## src/rtl/hbd_pkg.sv

```systemverilog
package hbd_pkg;

    typedef enum logic [1:0] {
        ST_IDLE = 2'd0,
        ST_CMD  = 2'd1,
        ST_LAT  = 2'd2,
        ST_DATA = 2'd3
    } hbd_state_e;

    typedef struct packed {
        logic        rd;
        logic        reg_space;
        logic        linear;
        logic [21:0] waddr;
    } hbd_cmd_t;

    localparam int CMD_BYTES = 6;

    function automatic hbd_cmd_t hbd_decode(input logic [47:0] ca);
        hbd_cmd_t c;
        c.rd        = ca[47];
        c.reg_space = ca[46];
        c.linear    = ca[45];
        c.waddr     = {ca[34:16], ca[2:0]};
        return c;
    endfunction

    function automatic logic [21:0] hbd_next_addr(input logic [21:0] a,
                                                  input logic        linear,
                                                  input logic [21:0] grp_mask);
        logic [21:0] inc;
        inc = a + 22'd1;
        return linear ? inc : ((a & ~grp_mask) | (inc & grp_mask));
    endfunction

endpackage

```

## src/rtl/hbd_edge_sense.sv

```systemverilog
module hbd_edge_sense (
    input  logic clk,
    input  logic rst,
    input  logic bus_ck,
    input  logic bus_csn,
    output logic start,
    output logic stop,
    output logic edge_evt,
    output logic edge_rise
);
    logic ck_q;
    logic csn_q;

    always_ff @(posedge clk) begin
        if (rst) begin
            ck_q  <= 1'b0;
            csn_q <= 1'b1;
        end else begin
            ck_q  <= bus_ck;
            csn_q <= bus_csn;
        end
    end

    assign start     = csn_q && !bus_csn && !bus_ck;
    assign stop      = bus_csn;
    assign edge_evt  = (bus_ck != ck_q) && !bus_csn;
    assign edge_rise = bus_ck;

endmodule

```

## src/rtl/hbd_refresh_model.sv

```systemverilog
module hbd_refresh_model #(
    parameter int PERIOD = 3
) (
    input  logic clk,
    input  logic rst,
    input  logic start,
    output logic extra_now
);
    localparam int CW = $clog2(PERIOD + 1);
    localparam logic [CW-1:0] LAST = CW'(PERIOD - 1);

    logic [CW-1:0] phase_q;

    assign extra_now = (phase_q == LAST);

    always_ff @(posedge clk) begin
        if (rst) begin
            phase_q <= '0;
        end else if (start) begin
            phase_q <= extra_now ? '0 : phase_q + CW'(1);
        end
    end

    AST_PHASE_RANGE: assert property (@(posedge clk) disable iff (rst)
        phase_q <= LAST);

endmodule

```

## src/rtl/hbd_store.sv

```systemverilog
module hbd_store #(
    parameter int          ADDR_W    = 6,
    parameter logic [15:0] ID_WORD   = 16'hA5C3,
    parameter logic [15:0] CFG_RESET = 16'h8F1F
) (
    input  logic              clk,
    input  logic              rst,
    input  logic [1:0]        lane_we,
    input  logic              reg_space,
    input  logic [ADDR_W-1:0] addr,
    input  logic [7:0]        wbyte,
    output logic [15:0]       rdata
);
    localparam int WORDS = 1 << ADDR_W;
    localparam logic [ADDR_W-1:0] REG_ID  = ADDR_W'(0);
    localparam logic [ADDR_W-1:0] REG_CFG = ADDR_W'(1);

    logic [1:0][7:0] lane_rd;
    logic [15:0]     cfg_q;

    for (genvar L = 0; L < 2; L++) begin : g_lane
        logic [7:0] lane_mem [WORDS];

        always_ff @(posedge clk) begin
            if (lane_we[L] && !reg_space) begin
                lane_mem[addr] <= wbyte;
            end
        end

        assign lane_rd[L] = lane_mem[addr];

        AST_LANE_STORED: assert property (@(posedge clk) disable iff (rst)
            $past(lane_we[L] && !reg_space) |-> lane_mem[$past(addr)] == $past(wbyte));
    end

    always_ff @(posedge clk) begin
        if (rst) begin
            cfg_q <= CFG_RESET;
        end else if (reg_space && addr == REG_CFG) begin
            if (lane_we[1]) cfg_q[15:8] <= wbyte;
            if (lane_we[0]) cfg_q[7:0]  <= wbyte;
        end
    end

    always_comb begin
        if (!reg_space)           rdata = lane_rd;
        else if (addr == REG_ID)  rdata = ID_WORD;
        else if (addr == REG_CFG) rdata = cfg_q;
        else                      rdata = 16'h0000;
    end

endmodule

```

## src/rtl/hb_dev_responder.sv

```systemverilog
module hb_dev_responder
    import hbd_pkg::*;
#(
    parameter int          ADDR_W         = 6,
    parameter int          WRAP_WORDS     = 16,
    parameter int          LATENCY        = 2,
    parameter int          REFRESH_PERIOD = 3,
    parameter logic [15:0] ID_WORD        = 16'hA5C3,
    parameter logic [15:0] CFG_RESET      = 16'h8F1F
) (
    input  logic       clk,
    input  logic       rst,
    input  logic       bus_ck,
    input  logic       bus_csn,
    input  logic [7:0] dq_in,
    input  logic       rwds_in,
    output logic [7:0] dq_out,
    output logic       dq_oe,
    output logic       rwds_out,
    output logic       rwds_oe
);
    localparam int CW = $clog2(4 * LATENCY + CMD_BYTES + 2);
    localparam int WB = $clog2(WRAP_WORDS);
    localparam logic [CW-1:0]   LAST_CMD   = CW'(CMD_BYTES - 1);
    localparam logic [CW-1:0]   LAST_NORM  = CW'(2 * LATENCY - 1);
    localparam logic [CW-1:0]   LAST_EXTRA = CW'(4 * LATENCY - 1);
    localparam logic [21:0]     GRP_MASK   = 22'(WRAP_WORDS - 1);

    logic start, stop, edge_evt, edge_rise;
    logic extra_now;

    hbd_state_e        state_q;
    logic [CW-1:0]     cnt_q;
    logic              extra_q;
    logic [39:0]       ca_sr;
    logic              rd_q, reg_q, lin_q;
    logic [ADDR_W-1:0] addr_q;
    logic [15:0]       rdata;
    logic [1:0]        lane_we;
    logic [21:0]       addr_nx;
    hbd_cmd_t          cmd;

    hbd_edge_sense u_edge (
        .clk(clk), .rst(rst), .bus_ck(bus_ck), .bus_csn(bus_csn),
        .start(start), .stop(stop), .edge_evt(edge_evt), .edge_rise(edge_rise)
    );

    hbd_refresh_model #(.PERIOD(REFRESH_PERIOD)) u_refresh (
        .clk(clk), .rst(rst), .start(start && state_q == ST_IDLE),
        .extra_now(extra_now)
    );

    hbd_store #(.ADDR_W(ADDR_W), .ID_WORD(ID_WORD), .CFG_RESET(CFG_RESET)) u_store (
        .clk(clk), .rst(rst), .lane_we(lane_we), .reg_space(reg_q),
        .addr(addr_q), .wbyte(dq_in), .rdata(rdata)
    );

    assign cmd     = hbd_decode({ca_sr, dq_in});
    assign addr_nx = hbd_next_addr(22'(addr_q), lin_q, GRP_MASK);

    always_comb begin
        lane_we = 2'b00;
        if (state_q == ST_DATA && edge_evt && !rd_q && !rwds_in) begin
            lane_we = edge_rise ? 2'b10 : 2'b01;
        end
    end

    always_ff @(posedge clk) begin
        if (rst) begin
            state_q  <= ST_IDLE;
            cnt_q    <= '0;
            extra_q  <= 1'b0;
            ca_sr    <= '0;
            rd_q     <= 1'b0;
            reg_q    <= 1'b0;
            lin_q    <= 1'b0;
            addr_q   <= '0;
            dq_out   <= '0;
            dq_oe    <= 1'b0;
            rwds_out <= 1'b0;
            rwds_oe  <= 1'b0;
        end else if (stop) begin
            state_q  <= ST_IDLE;
            dq_oe    <= 1'b0;
            rwds_out <= 1'b0;
            rwds_oe  <= 1'b0;
        end else begin
            unique case (state_q)
                ST_IDLE: begin
                    if (start) begin
                        state_q  <= ST_CMD;
                        cnt_q    <= '0;
                        extra_q  <= extra_now;
                        rwds_oe  <= 1'b1;
                        rwds_out <= extra_now;
                    end
                end
                ST_CMD: begin
                    if (edge_evt) begin
                        ca_sr <= {ca_sr[31:0], dq_in};
                        if (cnt_q == LAST_CMD) begin
                            state_q  <= ST_LAT;
                            cnt_q    <= '0;
                            rd_q     <= cmd.rd;
                            reg_q    <= cmd.reg_space;
                            lin_q    <= cmd.linear;
                            addr_q   <= cmd.waddr[ADDR_W-1:0];
                            rwds_out <= 1'b0;
                            rwds_oe  <= cmd.rd;
                        end else begin
                            cnt_q <= cnt_q + CW'(1);
                        end
                    end
                end
                ST_LAT: begin
                    if (edge_evt) begin
                        if (cnt_q == (extra_q ? LAST_EXTRA : LAST_NORM)) begin
                            state_q <= ST_DATA;
                            cnt_q   <= '0;
                        end else begin
                            cnt_q <= cnt_q + CW'(1);
                        end
                    end
                end
                ST_DATA: begin
                    if (edge_evt) begin
                        if (rd_q) begin
                            dq_out   <= edge_rise ? rdata[15:8] : rdata[7:0];
                            dq_oe    <= 1'b1;
                            rwds_out <= edge_rise;
                        end
                        if (!edge_rise) begin
                            addr_q <= addr_nx[ADDR_W-1:0];
                        end
                    end
                end
                default: state_q <= ST_IDLE;
            endcase
        end
    end

    AST_CS_HIGH_QUIET: assert property (@(posedge clk) disable iff (rst)
        bus_csn |=> (!dq_oe && !rwds_oe));

    AST_NO_WRITE_CS_HIGH: assert property (@(posedge clk) disable iff (rst)
        (lane_we != 2'b00) |-> !bus_csn);

    AST_FIRST_BYTE_HIGH: assert property (@(posedge clk) disable iff (rst)
        $rose(dq_oe) |-> rwds_out);

    AST_DATA_NEEDS_STROBE: assert property (@(posedge clk) disable iff (rst)
        dq_oe |-> rwds_oe);

    AST_CMD_DRIVES_FLAG: assert property (@(posedge clk) disable iff (rst)
        (state_q == ST_CMD) |-> rwds_oe);

    AST_WRAP_IN_GROUP: assert property (@(posedge clk) disable iff (rst)
        (state_q == ST_DATA && $past(state_q == ST_DATA) && !lin_q)
            |-> addr_q[ADDR_W-1:WB] == $past(addr_q[ADDR_W-1:WB]));

endmodule

```

## config.mk

```make
export PLATFORM = sky130hd
export DESIGN_NAME = hb_dev_responder
export DESIGN_NICKNAME = d
export VERILOG_FILES = /design/src/rtl/hbd_pkg.sv /design/src/rtl/hbd_edge_sense.sv /design/src/rtl/hbd_refresh_model.sv /design/src/rtl/hbd_store.sv /design/src/rtl/hb_dev_responder.sv
export SDC_FILE = /design/constraint.sdc
export NUM_CORES = 1
export LEC_CHECK = 0
export BUFFER_PORTS_ARGS = -buffer_cell sky130_fd_sc_hd__clkbuf_2
export CORE_MARGIN = 4
export CORE_UTILIZATION = 44
export CTS_BUF_LIST = sky130_fd_sc_hd__clkbuf_8
export DETAILED_ROUTE_END_ITERATION = 8
export GPL_ROUTABILITY_DRIVEN = 0
export GPL_TIMING_DRIVEN = 1
export PLACE_DENSITY = 0.56
export SLEW_MARGIN = 20
export SYNTH_ARGS = -nofsm -noshare
export SYNTH_HDL_FRONTEND = slang
export SYNTH_HIERARCHICAL = 1
export SYNTH_SLANG_ARGS = --single-unit
export TNS_END_PERCENT = 30
```

## constraint.sdc

```tcl
create_clock -name clk -period 6.8 [get_ports clk]
set_input_delay 1.02 -clock clk [delete_from_list [all_inputs] [get_ports clk]]
set_output_delay 1.02 -clock clk [all_outputs]
set_load 0.02 [all_outputs]
```

==> results.py <==
metrics = {
    "routing": {
        "count_of_tritonroute_iterations_in_the_first_routing_pass": 7,
        "routed-via-count": 22300,
        "drt-wirelength-per-cell_microns": 28.6,
        "drc_errors": 0,
        "detail_route.iter0.violations": 2425,
        "detail_route.vias_per_cell": 5.87,
        "antenna_left": 0,
        "totalWireLength_microns": 109000,
    },
    "sta": {
        "final_critical_path_share_of_the_clock_period": 0.583,
        "period_needed_ps": 3960,
        "worst_slew_margin_rel": 0.271,
        "finClkSkew_ps": 32.3,
        "achievable-frequency_ghz": 0.252,
        "setup_repair_after_global_routing_missed_its_margin": "false",
        "hold-worst-slack_ps": 448,
        "final_hold_violations": 0,
        "timing_max_transition_violations_final": 0,
        "tightest_slew_ps": 1090,
        "setup-tns-final_ps": 0,
        "report.final.setup_viol": 0,
    },
    "clocking": {
        "clkLatencyLatePin_ps": 830,
        "cts_root_buffer": "sky130_fd_sc_hd__clkbuf_8",
        "clk_pin_slew_ps": 60,
        "post-cts-setup-buffers": 0,
        "clock_sink_count": 1092,
        "clock_path_buffers": 3,
        "cts_tree": "built",
        "cts_buffers": 176,
        "post_cts_hold_buffer_count": 0,
        "htreeDepth": 4,
        "ctsResizeCount": 0,
    },
    "power": {
        "sw_frac_of_total": 0.216,
        "leakagePower_uw": 0.0145,
        "internal_power_uw": 10300,
        "power_frac_seq": 0.561,
        "share_comb_of_total_power": 0.030,
        "power.density_cell_area_nw_per_um2": 274,
        "net_switching_power_uw": 2840,
        "pwr-share-clk": 0.409,
        "irDropWorstVdd_mv": 0.138,
    },
    "placed_design": {
        "placedInstanceArea_sq_um": 44500,
        "io_buffers": 23,
        "place.detailed.hpwl_microns": 65900,
    },
    "synthesis": {
        "edff_count_synth": 1024,
        "yosys_warnings": 6,
        "mappedNetlistArea_sq_um": 43200,
        "ys_seq_elements": 1092,
        "synth-seq-area-share": 0.744,
        "postSynthAreaPerCell_sq_um": 18.9,
        "postSynth.asyncResetShare": 0,
        "postSynthCellCount": 2282,
        "synth_ff_type": "sky130_fd_sc_hd__edfxtp_1",
        "ys_types": 64,
        "syn_nets": 2303,
    },
    "critical_path": {
        "critical_path.startpoint_type": "flop",
        "critical_path.cell_chain": "ha_1 -> nand2_1 -> nor4b_1 -> buf_4 -> and2_1 -> nand3_1 -> nor2_1",
        "critical-path-max-stage-delay_ps": 670,
        "crit_arrival_ps": 4420,
        "timing.critical_path.to_type": "flop",
        "crit_required_ps": 7250,
        "critical_path_peak_fanout": 22,
        "critical_path.slowest_cell": "sky130_fd_sc_hd__nor2_1",
        "criticalPathCategory": "flop to flop",
    },
    "die": {
        "floorplan.io_pins": 24,
        "row_count": 114,
        "die_span_in_x_microns": 321,
        "dieArea_sq_um": 103000,
        "core_area_sq_um": 97000,
        "start_util": 0.445,
        "height_of_the_chip_microns": 321,
    },
    "grt": {
        "grt_pass1_wl_microns": 158000,
        "grt_overflow": 0,
        "globalRouteTotalUtil": 0.212,
        "grt_start_max_net_pins": 83,
        "antenna_violations_before_repair": 1,
        "grt_pass1_vias": 22900,
    },
    "final_layout": {
        "multiInputGateArea_sq_um": 10200,
        "final-seq-area_sq_um": 32100,
        "commonest_non_fill_non_tap_cell_in_the_layout": "sky130_fd_sc_hd__edfxtp_1",
        "layout.filler_cells": 7923,
        "area.growth.synth_to_final_pct": 10.8,
        "layout.cells.most_common_list": "sky130_fd_sc_hd__edfxtp_1, sky130_fd_sc_hd__mux4_2, sky130_fd_sc_hd__nor2_1",
        "design_area_sq_um": 47800,
        "layout.nets": 2404,
        "final_layout_size_suffix_gt1_frac": 0.209,
        "final_core_utilization": 0.493,
    },
    "hold_path": {
        "worst_min_path_class": "flop to flop",
    },
    "flow_run": {
        "maxCapViolations": 0,
    },
    "outcome": {
        "result_of_the_run": "finished clean",
    },
}
[power groups by stage]
stage	sequential, uW	combinational (uW)	clock (uW)
after floorplan	7490	187	0
after global placement	7500	391	0
after detailed placement	7500	396	0
after CTS	7360	396	5510
after global routing	7350	416	5840
final	7360	390	5370
[area by class of cell]
| type | instances | share of cell area |
|---|---|---|
| Sequential cell | 1092 | 0.672 |
| Multi-Input combinational cell | 1036 | 0.213 |
| Clock buffer | 181 | 0.0521 |
| Tap cell | 1276 | 0.0334 |
| Clock inverter | 139 | 0.0177 |
| Timing Repair Buffer | 60 | 0.00995 |
| Inverter | 17 | 0.00133 |
| Antenna cell | 1 | 0.0000523 |
[final timing paths]
kind / start / endpoint / slack [ps] / depth (start not counted)
setup / recovery: state_q[0] / u_store/g_lane[1].lane_mem[61][2] / 2840 / 7
hold reg to reg: ca_sr[21] / ca_sr[29] / 450 / 2
hold / removal: ca_sr[21] / ca_sr[29] / 450 / 2
setup reg to reg: state_q[0] / u_store/g_lane[1].lane_mem[61][2] / 2840 / 7
[Yosys cell counts (12+ instances only)]
cell type                     n  area (sq um)
sky130_fd_sc_hd__a211oi_1    29           218
sky130_fd_sc_hd__nand2_1     96           360
sky130_fd_sc_hd__buf_2       38           190
sky130_fd_sc_hd__a221oi_1    45           394
sky130_fd_sc_hd__o211ai_1    12          90.1
sky130_fd_sc_hd__nand3_1     14          70.1
sky130_fd_sc_hd__a21oi_1     45           225
sky130_fd_sc_hd__and3_1      16           100
sky130_fd_sc_hd__buf_4       25           188
sky130_fd_sc_hd__o21ai_0     37           185
sky130_fd_sc_hd__a22oi_1     22           165
sky130_fd_sc_hd__mux4_1      12           315
sky130_fd_sc_hd__mux2i_1    154          1540
sky130_fd_sc_hd__nor2_1     186           698
sky130_fd_sc_hd__clkbuf_1    48           180
sky130_fd_sc_hd__dfxtp_1     68          1360
sky130_fd_sc_hd__nand2b_1    15          93.8
sky130_fd_sc_hd__buf_6       13           146
sky130_fd_sc_hd__nor2b_1     21           131
sky130_fd_sc_hd__mux4_2     199          4480
sky130_fd_sc_hd__inv_1       16          60.1
sky130_fd_sc_hd__edfxtp_1  1024         30700
sky130_fd_sc_hd__o22ai_1     13          81.3
[routing by layer]
layer / up-vias / GRT usage / wire, microns
met5: - / 0 / 0
met4: 0 / 0.0790 / 3690
met3: 202 / 0.0476 / 8010
met2: 962 / 0.333 / 51500
met1: 11700 / 0.294 / 45700
li1: 9490 / - / -
[flip-flops by register name, summed over array words and instances (netlist names)]
| register | cells |
|---|---|
| u_edge/csn_q | 1 |
| ca_sr | 21 |
| u_refresh/phase_q | 2 |
| reg_q | 1 |
| dq_oe | 1 |
| addr_q | 6 |
| extra_q | 1 |
| rwds_oe | 1 |
| lin_q | 1 |
| cnt_q | 4 |
| dq_out | 8 |
| rwds_out | 1 |
| rd_q | 1 |
| u_store/cfg_q | 16 |
| u_store/g_lane.lane_mem | 1024 |
| state_q | 2 |
| u_edge/ck_q | 1 |
[stage by stage]
stage                     instances  power [uW]  setup slack [ps]
after global placement         3481        7890              2310
final                          3802       13100              2840
after CTS                      3801       13300              2930
after floorplan                2282        7680              3630
after detailed placement       3481        7890              2290
after global routing           3802       13600              2600
[logic make-up (layout without fill, tap and decap cells)]
| logic type | count (synthesis) | in the layout | share of synthesized area |
|---|---|---|---|
| AO/OA/AOI/OAI | 243 | 243 | 0.0396 |
| XOR/XNOR | 4 | 4 | 0.000812 |
| adder cells (fa/ha/maj) | 8 | 8 | 0.00232 |
| buffers and inverters | 154 | 397 | 0.0197 |
| flip-flops | 1092 | 1092 | 0.744 |
| multiplexers | 374 | 374 | 0.149 |
| other | 0 | 1 | 0 |
| AND/OR/NAND/NOR | 407 | 407 | 0.0442 |
[worst max-delay path: cells and delay by family (launching register included)]
family | cells | cell delay (ps)
AND/OR/NAND/NOR | 5 | 2330
buffers and inverters | 1 | 200
flip-flops | 1 | 380
adder cells (fa/ha/maj) | 1 | 660
Note: power is estimated with default switching activity, not from simulation.
